<file path="src/rtl/qualPkg.sv">
package qualPkg;
  typedef enum logic [1:0] {
    OUT_SYNC = 2'd0,
    OUT_QUAL = 2'd1,
    OUT_RAW  = 2'd2
  } outSelT;

  typedef struct packed {
    logic   sampleTick;
    logic   sixSamples;
    outSelT outSel;
  } qualStrobeT;
endpackage

</file>
<file path="src/rtl/qualCtrl.sv">
module qualCtrl
  import qualPkg::*;
#(
  parameter int PERIOD_W = 8
) (
  input  logic                clk,
  input  logic                rstN,
  input  logic [PERIOD_W-1:0] periodSel,
  input  logic [1:0]          modeSel,
  input  logic                countSel,
  output qualStrobeT          strobe
);
  localparam int CNT_W = PERIOD_W + 1;

  logic [CNT_W-1:0] preCnt;
  logic [CNT_W-1:0] lastCount;
  logic             tick;

  // period of 2*k clocks ends at count 2*k-1; k = 0 means every clock
  assign lastCount = (periodSel == '0) ? '0 : ({periodSel, 1'b0} - CNT_W'(1));
  assign tick      = (preCnt >= lastCount);

  always_ff @(posedge clk) begin
    if (!rstN) preCnt <= '0;
    else if (tick) preCnt <= '0;
    else preCnt <= preCnt + CNT_W'(1);
  end

  always_comb begin
    strobe.sampleTick = tick;
    strobe.sixSamples = countSel;
    unique case (modeSel)
      2'b01:   strobe.outSel = OUT_QUAL;
      2'b11:   strobe.outSel = OUT_RAW;
      default: strobe.outSel = OUT_SYNC;
    endcase
  end

  // free-running prescaler: between ticks it only ever counts up by one
  assert_free_run_R4: assert property (@(posedge clk) disable iff (!rstN)
    (!tick && $stable(periodSel)) |=> (preCnt == CNT_W'($past(preCnt) + CNT_W'(1))));
endmodule

</file>
<file path="src/rtl/qualPath.sv">
module qualPath
  import qualPkg::*;
#(
  parameter int SYNC_STAGES = 2,
  parameter int SHORT_CNT   = 3,
  parameter int LONG_CNT    = 6
) (
  input  logic       clk,
  input  logic       rstN,
  input  logic       pinIn,
  input  qualStrobeT strobe,
  output logic       qualOut
);
  logic [SYNC_STAGES-1:0] syncChain;
  logic                   syncOut;
  logic [LONG_CNT-1:0]    history;
  logic [LONG_CNT-1:0]    newHist;
  logic                   shortAgree;
  logic                   longAgree;
  logic                   agree;
  logic                   qualReg;

  always_ff @(posedge clk) begin
    if (!rstN) syncChain <= '0;
    else syncChain <= {syncChain[SYNC_STAGES-2:0], pinIn};
  end
  assign syncOut = syncChain[SYNC_STAGES-1];

  assign newHist    = {history[LONG_CNT-2:0], syncOut};
  assign shortAgree = (newHist[SHORT_CNT-1:0] == '0) || (&newHist[SHORT_CNT-1:0]);
  assign longAgree  = (newHist == '0) || (&newHist);
  assign agree      = strobe.sixSamples ? longAgree : shortAgree;

  always_ff @(posedge clk) begin
    if (!rstN) begin
      history <= '0;
      qualReg <= 1'b0;
    end else if (strobe.sampleTick) begin
      history <= newHist;
      if (agree) qualReg <= newHist[0];
    end
  end

  always_comb begin
    unique case (strobe.outSel)
      OUT_QUAL: qualOut = qualReg;
      OUT_RAW:  qualOut = pinIn;
      default:  qualOut = syncOut;
    endcase
  end

  // qualified level moves only right after a sample tick
  assert_change_on_tick_R5: assert property (@(posedge clk) disable iff (!rstN)
    !$stable(qualReg) |-> $past(strobe.sampleTick));

  // a change is backed by the selected number of matching samples
  assert_short_window_R6: assert property (@(posedge clk) disable iff (!rstN)
    !$stable(qualReg) |-> (history[SHORT_CNT-1:0] == {SHORT_CNT{qualReg}}));
  assert_long_window_R6: assert property (@(posedge clk) disable iff (!rstN)
    (!$stable(qualReg) && $past(strobe.sixSamples)) |-> (history == {LONG_CNT{qualReg}}));
endmodule

</file>
<file path="src/rtl/inputQualifier.sv">
module inputQualifier
  import qualPkg::*;
#(
  parameter int PERIOD_W    = 8,
  parameter int SYNC_STAGES = 2,
  parameter int SHORT_CNT   = 3,
  parameter int LONG_CNT    = 6
) (
  input  logic                clk,
  input  logic                rstN,
  input  logic                pinIn,
  input  logic [PERIOD_W-1:0] periodSel,
  input  logic [1:0]          modeSel,
  input  logic                countSel,
  output logic                qualOut
);
  qualStrobeT strobe;

  qualCtrl #(.PERIOD_W(PERIOD_W)) ctrl_i (
    .clk(clk), .rstN(rstN), .periodSel(periodSel),
    .modeSel(modeSel), .countSel(countSel), .strobe(strobe)
  );

  qualPath #(.SYNC_STAGES(SYNC_STAGES), .SHORT_CNT(SHORT_CNT), .LONG_CNT(LONG_CNT)) path_i (
    .clk(clk), .rstN(rstN), .pinIn(pinIn), .strobe(strobe), .qualOut(qualOut)
  );

  // warm-up counter so the delay check never reaches before reset release
  logic [1:0] warmCnt;
  always_ff @(posedge clk) begin
    if (!rstN) warmCnt <= '0;
    else if (warmCnt != 2'd2) warmCnt <= warmCnt + 2'd1;
  end

  assert_sync_delay_R2: assert property (@(posedge clk) disable iff (!rstN)
    (warmCnt == 2'd2 && modeSel == 2'b00 && SYNC_STAGES == 2) |-> (qualOut == $past(pinIn, 2)));

  assert_reset_low_R1: assert property (@(posedge clk)
    (!rstN && modeSel != 2'b11) |=> (rstN || qualOut == 1'b0));
endmodule

</file>
<file path="config.mk">
export PLATFORM = sky130hd
export DESIGN_NAME = inputQualifier
export DESIGN_NICKNAME = d
export VERILOG_FILES = /design/src/rtl/qualPkg.sv /design/src/rtl/qualCtrl.sv /design/src/rtl/qualPath.sv /design/src/rtl/inputQualifier.sv
export SDC_FILE = /design/constraint.sdc
export NUM_CORES = 1
export LEC_CHECK = 0
export CORE_MARGIN = 10
export CORE_UTILIZATION = 53
export DETAILED_ROUTE_END_ITERATION = 10
export PLACE_DENSITY_LB_ADDON = 0.3
export SETUP_SLACK_MARGIN = 0.5
export SLEW_MARGIN = 25
export SYNTH_ARGS = -nofsm -noshare
export SYNTH_HDL_FRONTEND = slang
export SYNTH_SLANG_ARGS = --single-unit
</file>
<file path="constraint.sdc">
create_clock -name clk -period 4.4 [get_ports clk]
set_input_delay 1.1 -clock clk [delete_from_list [all_inputs] [get_ports clk]]
set_output_delay 1.1 -clock clk [all_outputs]
set_load 0.005 [all_outputs]
</file>
# == Word-level counts from Yosys, hierarchy flattened ==
# Index checks and enable logic that the tools add are counted.
# totals
output_inout_bits,1
ff_bits,17
wordCells,25
in_bits,14
# classes
addsub,2
n_eq_ne,4
n_lt_le_gt_ge,1
mux,4
n_bitwise,1
n_reduce_logical,9
# ops
operator,count
$add A9 B1 Y9 const B,1
$ge A9 B9 Y1,1
$mux W9,1
$sub A9 B1 Y9 const B,1
$logic_not A8 Y1,1
$logic_not A6 Y1,1
$reduce_and A6 Y1,1
$eq A2 B1 Y1 const B,2
$eq A2 B2 Y1 const B,2
$pmux W2 S2,1
$logic_not A3 Y1,1
$reduce_and A3 Y1,1
$logic_or A1 B1 Y1,2
$pmux W1 S2,1
$reduce_and A2 Y1,1
$reduce_or A2 Y1,1
$mux W1,1
$not A1 Y1,1

# == Longest topological paths before layout ==
# Gate-level depths: netlist (run 1).
# depth
word_depth,4
depth_mapped,12
ltp_nobuf,12

# == Cells and area by module ==
# From an unflattened synthesis (run 1), not the netlist that was laid out.
# unflattened
cells_unflattened,129
hier_area_um2,1136.1
# by_module_without_submodules
mod,n_inst,cells_each,seq_area_each_um2,area_per_inst_um2
qualCtrl,1,94,180.2,760.7
qualPath,1,35,160.2,375.4

# == Least setup slack after synthesis (run 1) ==
# No wires, ideal clock.
# synth_path
path_kind,input-to-reg
startpoint,input periodSel[3]
endpoint,register ctrl_i.preCnt[2]
setup_ns,0.068
slack_ns,0.667
t_required_ns,4.332
path_buffers,1
arrival_ns,3.665
cell_stages,11
path_cell_list,or3_1 > or3_1 > or3b_1 > buf_6 > nand2b_2 > ha_1 > a21oi_1 > o21ai_0 > a41oi_1 > nand3_1 > nor2_1
# synth_between
elab_chain_len,4
word_cells_on_any_way,5
cone_classes,add/sub: 1; order compare: 1; mux: 1; reduce/logical: 2
# synth_lines
element,line_no,source
"start, declared",inputQualifier.sv:12,"input logic [PERIOD_W-1:0] periodSel,"
$sub A9 B1 Y9 or $logic_not A8 Y1 (tied branches),qualCtrl.sv:20,"assign lastCount = (periodSel == '0) ? '0 : ({periodSel, 1'b0} - CNT_W'(1));"
$mux W9 *,qualCtrl.sv:20,
$ge A9 B9 Y1 *,qualCtrl.sv:21,assign tick = (preCnt >= lastCount);
$reduce_or A2 Y1 (no line) *,--,
"end signal, assigned",qualCtrl.sv:26,else preCnt <= preCnt + CNT_W'(1);
"end, declared",qualCtrl.sv:15,logic [CNT_W-1:0] preCnt;
# Mark *: on every way between the ends. The rest lies on a longest branch, timed or not.
# A chain may end at the register's enable or synchronous reset.

# == Worst setup path in the final report (run 1) ==
# layout_path
startpoint,input periodSel[3]
endpoint,register path_i.qualReg
# layout_between
elab_chain_len,4
word_cells_on_any_way,5
cone_classes,add/sub: 1; order compare: 1; mux: 1; reduce/logical: 2
# layout_lines
element,line_no,source
$sub A9 B1 Y9 or $logic_not A8 Y1 (tied branches),qualCtrl.sv:20,
$mux W9 *,qualCtrl.sv:20,
$ge A9 B9 Y1 *,qualCtrl.sv:21,
$reduce_and A2 Y1 (no line) *,--,
"end signal, assigned",qualPath.sv:40,if (agree) qualReg <= newHist[0];
"end, declared",qualPath.sv:21,logic qualReg;
# Marked as above.

==> flow_summary_export.csv, run 1 <==
group,metric,value,unit
status,status,"complete, no violations",
routing,drtPass1Iterations,4,
placement,placed_area,1220,µm²
sta,max_freq,0.273,GHz
sta,fin_setup_tns,0,ns
cts,ctsRootBufferMaster,"clkbuf_4",
yosys,synthTopCellsByArea,"dfxtp_1, ha_1, xor2_1, a21oi_1, nand3_1",
routing,final_antenna_net_count,0,
routing,vias,951,
setup_path,worstPathCellList,"dlymetal6s2s_1 -> or3_4 -> or3_1 -> or3b_4 -> ha_1 -> nor2b_1 -> o21ai_0 -> a41oi_2 -> buf_4 -> a21oi_2 -> mux2i_1",
die,initial_core_util,54.6,%
power_and_ir_drop,vdd_drop_max,0.000189,V
setup_path,critPathMaxStageDelay,0.48,ns
placement,portBuffers,14,
routing,highest_layer,"met4",
routing,drc_errors,0,
final_layout,stdcell_area,1320,µm²
power_and_ir_drop,p_leak,0.000575,µW
cts,h-tree-depth,1,
yosys,syn-num-nets,155,
power_and_ir_drop,power_density,226,nW/µm²
final_layout,nets,176,
global_route,grt_max_degree,11,
routing,vias_per_cell,5.40,
routing,wirelength,2.33,mm
setup_path,setup.worst_path.class,"primary input to register",
setup_path,endpoint_kind,"register",
cts,cts_tree,"yes",
global_route,grt_pass1_wl,3.83,mm
routing,wl_met2,1.26,mm
placement,gp_congestion,0.807,
cts,tritoncts.num_buffers,3,
sta,clock_skew,0.00966,ns
final_layout,area_delta_synth_final,26.1,%
cts,cts_buffer_depth,2,
routing,wl_per_cell,13.3,µm
final_layout,fillers,161,
setup_path,cp-start-kind,"primary input",
sta,tightest_slew,0.393,ns
yosys,synth_area,1050,µm²
yosys,yosys_warnings,0,
cts,numClockSinks,17,
yosys,synthCells,129,
setup_path,cp.arrival,3.89,ns
global_route,grt_pass1_vias,917,
die,ioPinCount,15,
placement,dp_hpwl,1.76,mm
routing,drt_iter0_drc,11,
yosys,synth_area_leader_cell,"dfxtp_1",
routing,m1WireLength,1.01,mm
yosys,ys_types,23,
final_layout,diodes,0,
die,core-area,1920,µm²
cts,clk_pin_slew,0.11,ns
sta,rsz0062_at_grt,"false",
hold_path,hold_path.class,"register to register",
final_layout,drive_gt1_share,15.4,%
sta,hold_viol,0,
setup_path,crit_required,4.63,ns
yosys,syn_avg_cell_area,8.14,µm²
die,num_rows,16,
yosys,netlist.area_leader.share,32.4,%
yosys,synth.ff_latch_count,17,
routing,wl_met3,45,µm
cts,clock_latency,0.29,ns
sta,finalCriticalPeriod,3.66,ns
yosys,synth.yosys.seq_area_share,32.4,%
job,maxCapViolations,0,
yosys,synthArstFlopShare,0,%
yosys,ys.flop_type,"dfxtp_1",
global_route,grt_overflow,0,
die,die_h,64.5,µm
sta,finalSetupViolations,0,
die,die_width,64.5,µm
sta,relSlewSlack,73.5,%
sta,final-max-slew-violation-count,0,
global_route,antenna_found_initial,0,
global_route,gr-usage-all-layers,11.0,%
die,die-area,4160,µm²
sta,finalCritPeriodShare,83.1,%
setup_path,critPathMaxFanout,8,
setup_path,worst_path_max_delay_cell,"or3b_4",
yosys,synth-edff-count,0,
## layer usage
layer,GRT usage (%),up-vias
li1,-,492
met1,12.7,443
met2,19.3,10
met3,3.61,6
met4,2.41,0
met5,0,-
## stage by stage
step                hold WS (ns)  instances  power, µW  utilization (%)  setup slack [ns]
floorplan                  0.412        129        191                -             0.667
global placement           0.419        170        212             63.5             0.189
detailed placement         0.429        170        213             63.5            0.0988
CTS                        0.458        175        299             65.8             0.523
global route               0.475        176        317             68.9             0.687
finish                     0.451        176        300             68.9             0.743
## power breakdown
group          switching [µW]  internal [µW]  total, µW
Combinational            26.6           27.6       54.2
Clock                    49.9           33.8       83.7
Sequential               4.34            157        162
Total                    80.9            219        300
## final cells by class
cell class	count	area, µm²	share of cell area, %
well taps	27	33.8	2.55
flip-flops and latches	17	340	25.7
inverters	5	18.8	1.42
multi-input cells	106	733	55.4
clock buffers	3	22.5	1.70
clock inverters	1	5.00	0.378
repair buffers	17	170	12.9
## worst max-delay path, delay by kind of cell
family	cells	cell delay, ns
AOI/OAI and AO/OA	3	0.69
adders and majority gates	1	0.30
buffers and inverters	2	0.34
muxes	1	0.19
and+or+nand+nor	4	1.26
## kinds of logic (layout without fill, tap and decap cells)
logic type / count (synthesis) / in the layout / synth area share [%]
buffers and inverters: 6 / 26 / 2.86
flip-flops: 17 / 17 / 32.4
AND/OR/NAND/NOR: 56 / 56 / 25.7
multiplexers: 2 / 2 / 1.91
XOR/XNOR: 12 / 12 / 10.0
adder cells (fa/ha/maj): 12 / 12 / 14.3
AO/OA/AOI/OAI: 24 / 24 / 12.8
## sequential cells by signal, indices dropped and copies added (netlist names)
| signal | count |
|---|---|
| ctrl_i.preCnt | 9 |
| path_i.history | 5 |
| path_i.syncChain | 2 |
| path_i.qualReg | 1 |
## cells in the mapped netlist (all sizes together), types with 2 or more instances
library cell,instances
ha,12
nand3,13
mux2i,2
dfxtp,17
a21oi,13
nor2,14
xor2,8
nor3,5
or3,3
xnor2,4
inv,5
o21ai,7
and2,3
nand2,15
## cells in the final DEF, fill, tap and decap left out, types with 4 or more instances in the layout
master,instances
ha_1,12
nand3_1,12
o21ai_0,6
nor3_1,5
nand2_1,9
nand2_2,6
inv_1,5
clkdlybuf4s50_1,11
dfxtp_1,17
nor2_1,12
xnor2_1,4
a21oi_1,11
xor2_1,8
## path summary, 6_finish.rpt
| check | from | end | slack [ns] | depth (start not counted) |
|---|---|---|---|---|
| worst min register to register | path_i.syncChain[0]$_SDFF_PN0_ | path_i.syncChain[1]$_SDFF_PN0_ | 0.45 | 1 |
| worst max-delay path | periodSel[3] | path_i.qualReg$_SDFFE_PN0P_ | 0.74 | 11 |
| worst max register to register | ctrl_i.preCnt[0]$_SDFF_PP0_ | path_i.qualReg$_SDFFE_PN0P_ | 2.43 | 8 |
| worst min-delay path | path_i.syncChain[0]$_SDFF_PN0_ | path_i.syncChain[1]$_SDFF_PN0_ | 0.45 | 1 |
## what timing repair did
action / CTS / global route
pin swaps: 1 / 2
buffers inserted: 1 / 1
resized for setup: 4 / 13
endpoints found under the setup margin: 10 / 15
hold buffers: 0 / 0
Note: power is estimated with default switching activity, not from simulation.
==> inputs of run 2 (changes only) <==
==> constraint.sdc (replaced) <==
create_clock -name clk -period 3.8 [get_ports clk]
set_input_delay 0.95 -clock clk [delete_from_list [all_inputs] [get_ports clk]]
set_output_delay 0.95 -clock clk [all_outputs]
set_load 0.005 [all_outputs]
==> flow_summary_export.csv, run 2 (synthesis gave the netlist of run 1 again) <==
group,metric,value,unit
sta,finalSetupViolations,0,
cts,cts_buffer_depth,2,
cts,ctsRootBufferMaster,"clkbuf_4",
power_and_ir_drop,p_leak,0.000605,µW
cts,cts_tree,"yes",
routing,final_antenna_net_count,0,
power_and_ir_drop,seqPwrFrac,51.9,%
setup_path,cp-start-kind,"primary input",
die,ioPinCount,15,
final_layout,fillers,146,
sta,clock_skew,0.000667,ns
global_route,grt_pass1_vias,961,
hold_path,whs_path_depth,1,
final_layout,fin_util,75.8,%
cts,clock_latency,0.30,ns
routing,vias,1015,
routing,vias_per_cell,5.58,
final_layout,reg.largest.list,"ctrl_i.preCnt (9), path_i.history (5), path_i.syncChain (2)",
placement,portBuffers,14,
die,die-area,4160,µm²
cts,tritoncts.num_buffers,3,
setup_path,r2r_start,"ctrl_i.preCnt[0]$_SDFF_PP0_",
setup_path,critPathMaxStageDelay,0.43,ns
final_layout,drive_gt1_share,31.0,%
status,status,"complete, no violations",
cts,cts.hold.buffers_added,0,
hold_path,min_from,"path_i.syncChain[0]$_SDFF_PN0_",
setup_path,endpoint_kind,"register",
job,maxCapViolations,0,
sta,hold_viol,0,
power_and_ir_drop,p_sw,98.6,µW
setup_path,critical_path.top_delay_family,"simple AND/OR/NAND/NOR gates",
sta,finalCritPeriodShare,87.4,%
sta,relSlewSlack,78.9,%
sta,rsz0062_at_grt,"true",
setup_path,r2r_cells,8,
sta,tightest_slew,0.315,ns
global_route,gr-usage-all-layers,12.1,%
routing,drtPass1Iterations,4,
die,die_h,64.5,µm
hold_path,whs_endpoint,"path_i.syncChain[1]$_SDFF_PN0_",
sta,final-max-slew-violation-count,0,
power_and_ir_drop,switching_share,27.4,%
die,core-area,1920,µm²
routing,wl_per_cell,15.3,µm
global_route,grt_max_degree,10,
die,initial_core_util,54.6,%
setup_path,critPathMaxFanout,8,
setup_path,critPathLaunch,"periodSel[4]",
sta,finalCriticalPeriod,3.32,ns
power_and_ir_drop,clockPowerShare,27.3,%
setup_path,setup.worst_path.class,"primary input to register",
setup_path,path_buf_inv,3,
final_layout,regMostFlops,"ctrl_i.preCnt",
setup_path,reg2reg_slack,2.15,ns
setup_path,cp.arrival,3.56,ns
setup_path,worstPathCellList,"buf_6 -> or3_4 -> or3_4 -> buf_4 -> or3b_4 -> nand2_2 -> ha_1 -> a21oi_2 -> o21ai_2 -> a41oi_2 -> buf_6 -> nand3_1 -> a21oi_2",
cts,h-tree-depth,1,
sta,max_freq,0.301,GHz
hold_path,hold_path.class,"register to register",
routing,wirelength,2.79,mm
placement,dp_hpwl,1.83,mm
global_route,grt_overflow,0,
die,die_width,64.5,µm
power_and_ir_drop,vdd_drop_max,0.000294,V
final_layout,diodes,0,
power_and_ir_drop,power_frac_comb,20.8,%
global_route,grt_pass1_wl,4.13,mm
placement,gp_congestion,0.768,
routing,drc_errors,0,
setup_path,crit_required,4.04,ns
setup_path,worstReg2RegEnd,"path_i.qualReg$_SDFFE_PN0P_",
final_layout,largest_register_ffs,9,
cts,numClockSinks,17,
global_route,antenna_found_initial,0,
setup_path,worst_path_max_delay_cell,"or3b_4",
final_layout,layout_common_cells,"dfxtp_1, nand3_1, nor2_1, ha_1, clkdlybuf4s50_1",
final_layout,final_common_cell,"dfxtp_1",
die,num_rows,16,
sta,hold_slack,0.440,ns
power_and_ir_drop,power_density,247,nW/µm²
final_layout,nets,182,
power_and_ir_drop,intPower,261,µW
final_layout,area_delta_synth_final,38.7,%
routing,drt_iter0_drc,41,
cts,clk_pin_slew,0.09,ns
-- run 2: cell count changes in the layout (fill, tap and decap cells not counted), sizes merged --
cell,delta
clkdlybuf4s50,-2
clkinv,-1
dlymetal6s2s,-1
nand3,+1
buf,+8
clkbuf,+1
-- run 2: what timing repair did --
action                     4_1_cts  5_1_grt
setup endpoints to repair       15       15
cloned                           0        1
resized for setup               31       20
pin swaps                       12       10
buffers inserted                 1        2
-- run 2: per-layer routing --
layer	up-vias	track usage (%)	part of all wire (%)
met5	-	0	0
li1	509	-	-
met1	474	13.8	41
met2	25	19.8	52
met4	0	6.15	2.6
met3	7	3.78	4.7
-- run 2: cell type report --
cell class | instances | area [µm²] | share of cell area (%)
multi-input combinational | 107 | 827 | 56.8
sequential | 17 | 340 | 23.4
timing repair buffer | 22 | 210 | 14.4
tap | 27 | 33.8 | 2.32
clock buffer | 4 | 26.3 | 1.80
inverter | 5 | 18.8 | 1.29
-- run 2: worst max path at each step --
stage / to / cells after the start
4_1_cts: path_i.qualReg$_SDFFE_PN0P_ / 13
3_5_place_dp: ctrl_i.preCnt[3]$_SDFF_PP0_ / 13
2_1_floorplan: ctrl_i.preCnt[0]$_SDFF_PP0_ / 11
6_report: path_i.history[2]$_SDFFE_PN0P_ / 13
5_1_grt: path_i.history[2]$_SDFFE_PN0P_ / 13
3_3_place_gp: path_i.qualReg$_SDFFE_PN0P_ / 13
-- run 2: power by group through the flow --
| stage | Clock, µW | Combinational [µW] | Sequential (µW) |
|---|---|---|---|
| 2_1_floorplan | 0 | 33.3 | 189 |
| 3_3_place_gp | 0 | 60.2 | 190 |
| 3_5_place_dp | 0 | 61.9 | 191 |
| 4_1_cts | 98.8 | 66.0 | 187 |
| 5_1_grt | 110 | 81.4 | 188 |
| 6_report | 98.2 | 74.7 | 186 |
-- run 2: stage by stage --
stage	power, µW	std cells	worst slack, ns	setup TNS [ns]	area [µm²]
2_1_floorplan	223	129	0.476	0	1070
3_3_place_gp	251	174	-0.0369	-0.185	1270
3_5_place_dp	253	174	-0.139	-1.75	1270
4_1_cts	351	179	0.442	0	1350
5_1_grt	379	182	0.402	0	1460
6_report	359	182	0.477	0	1460
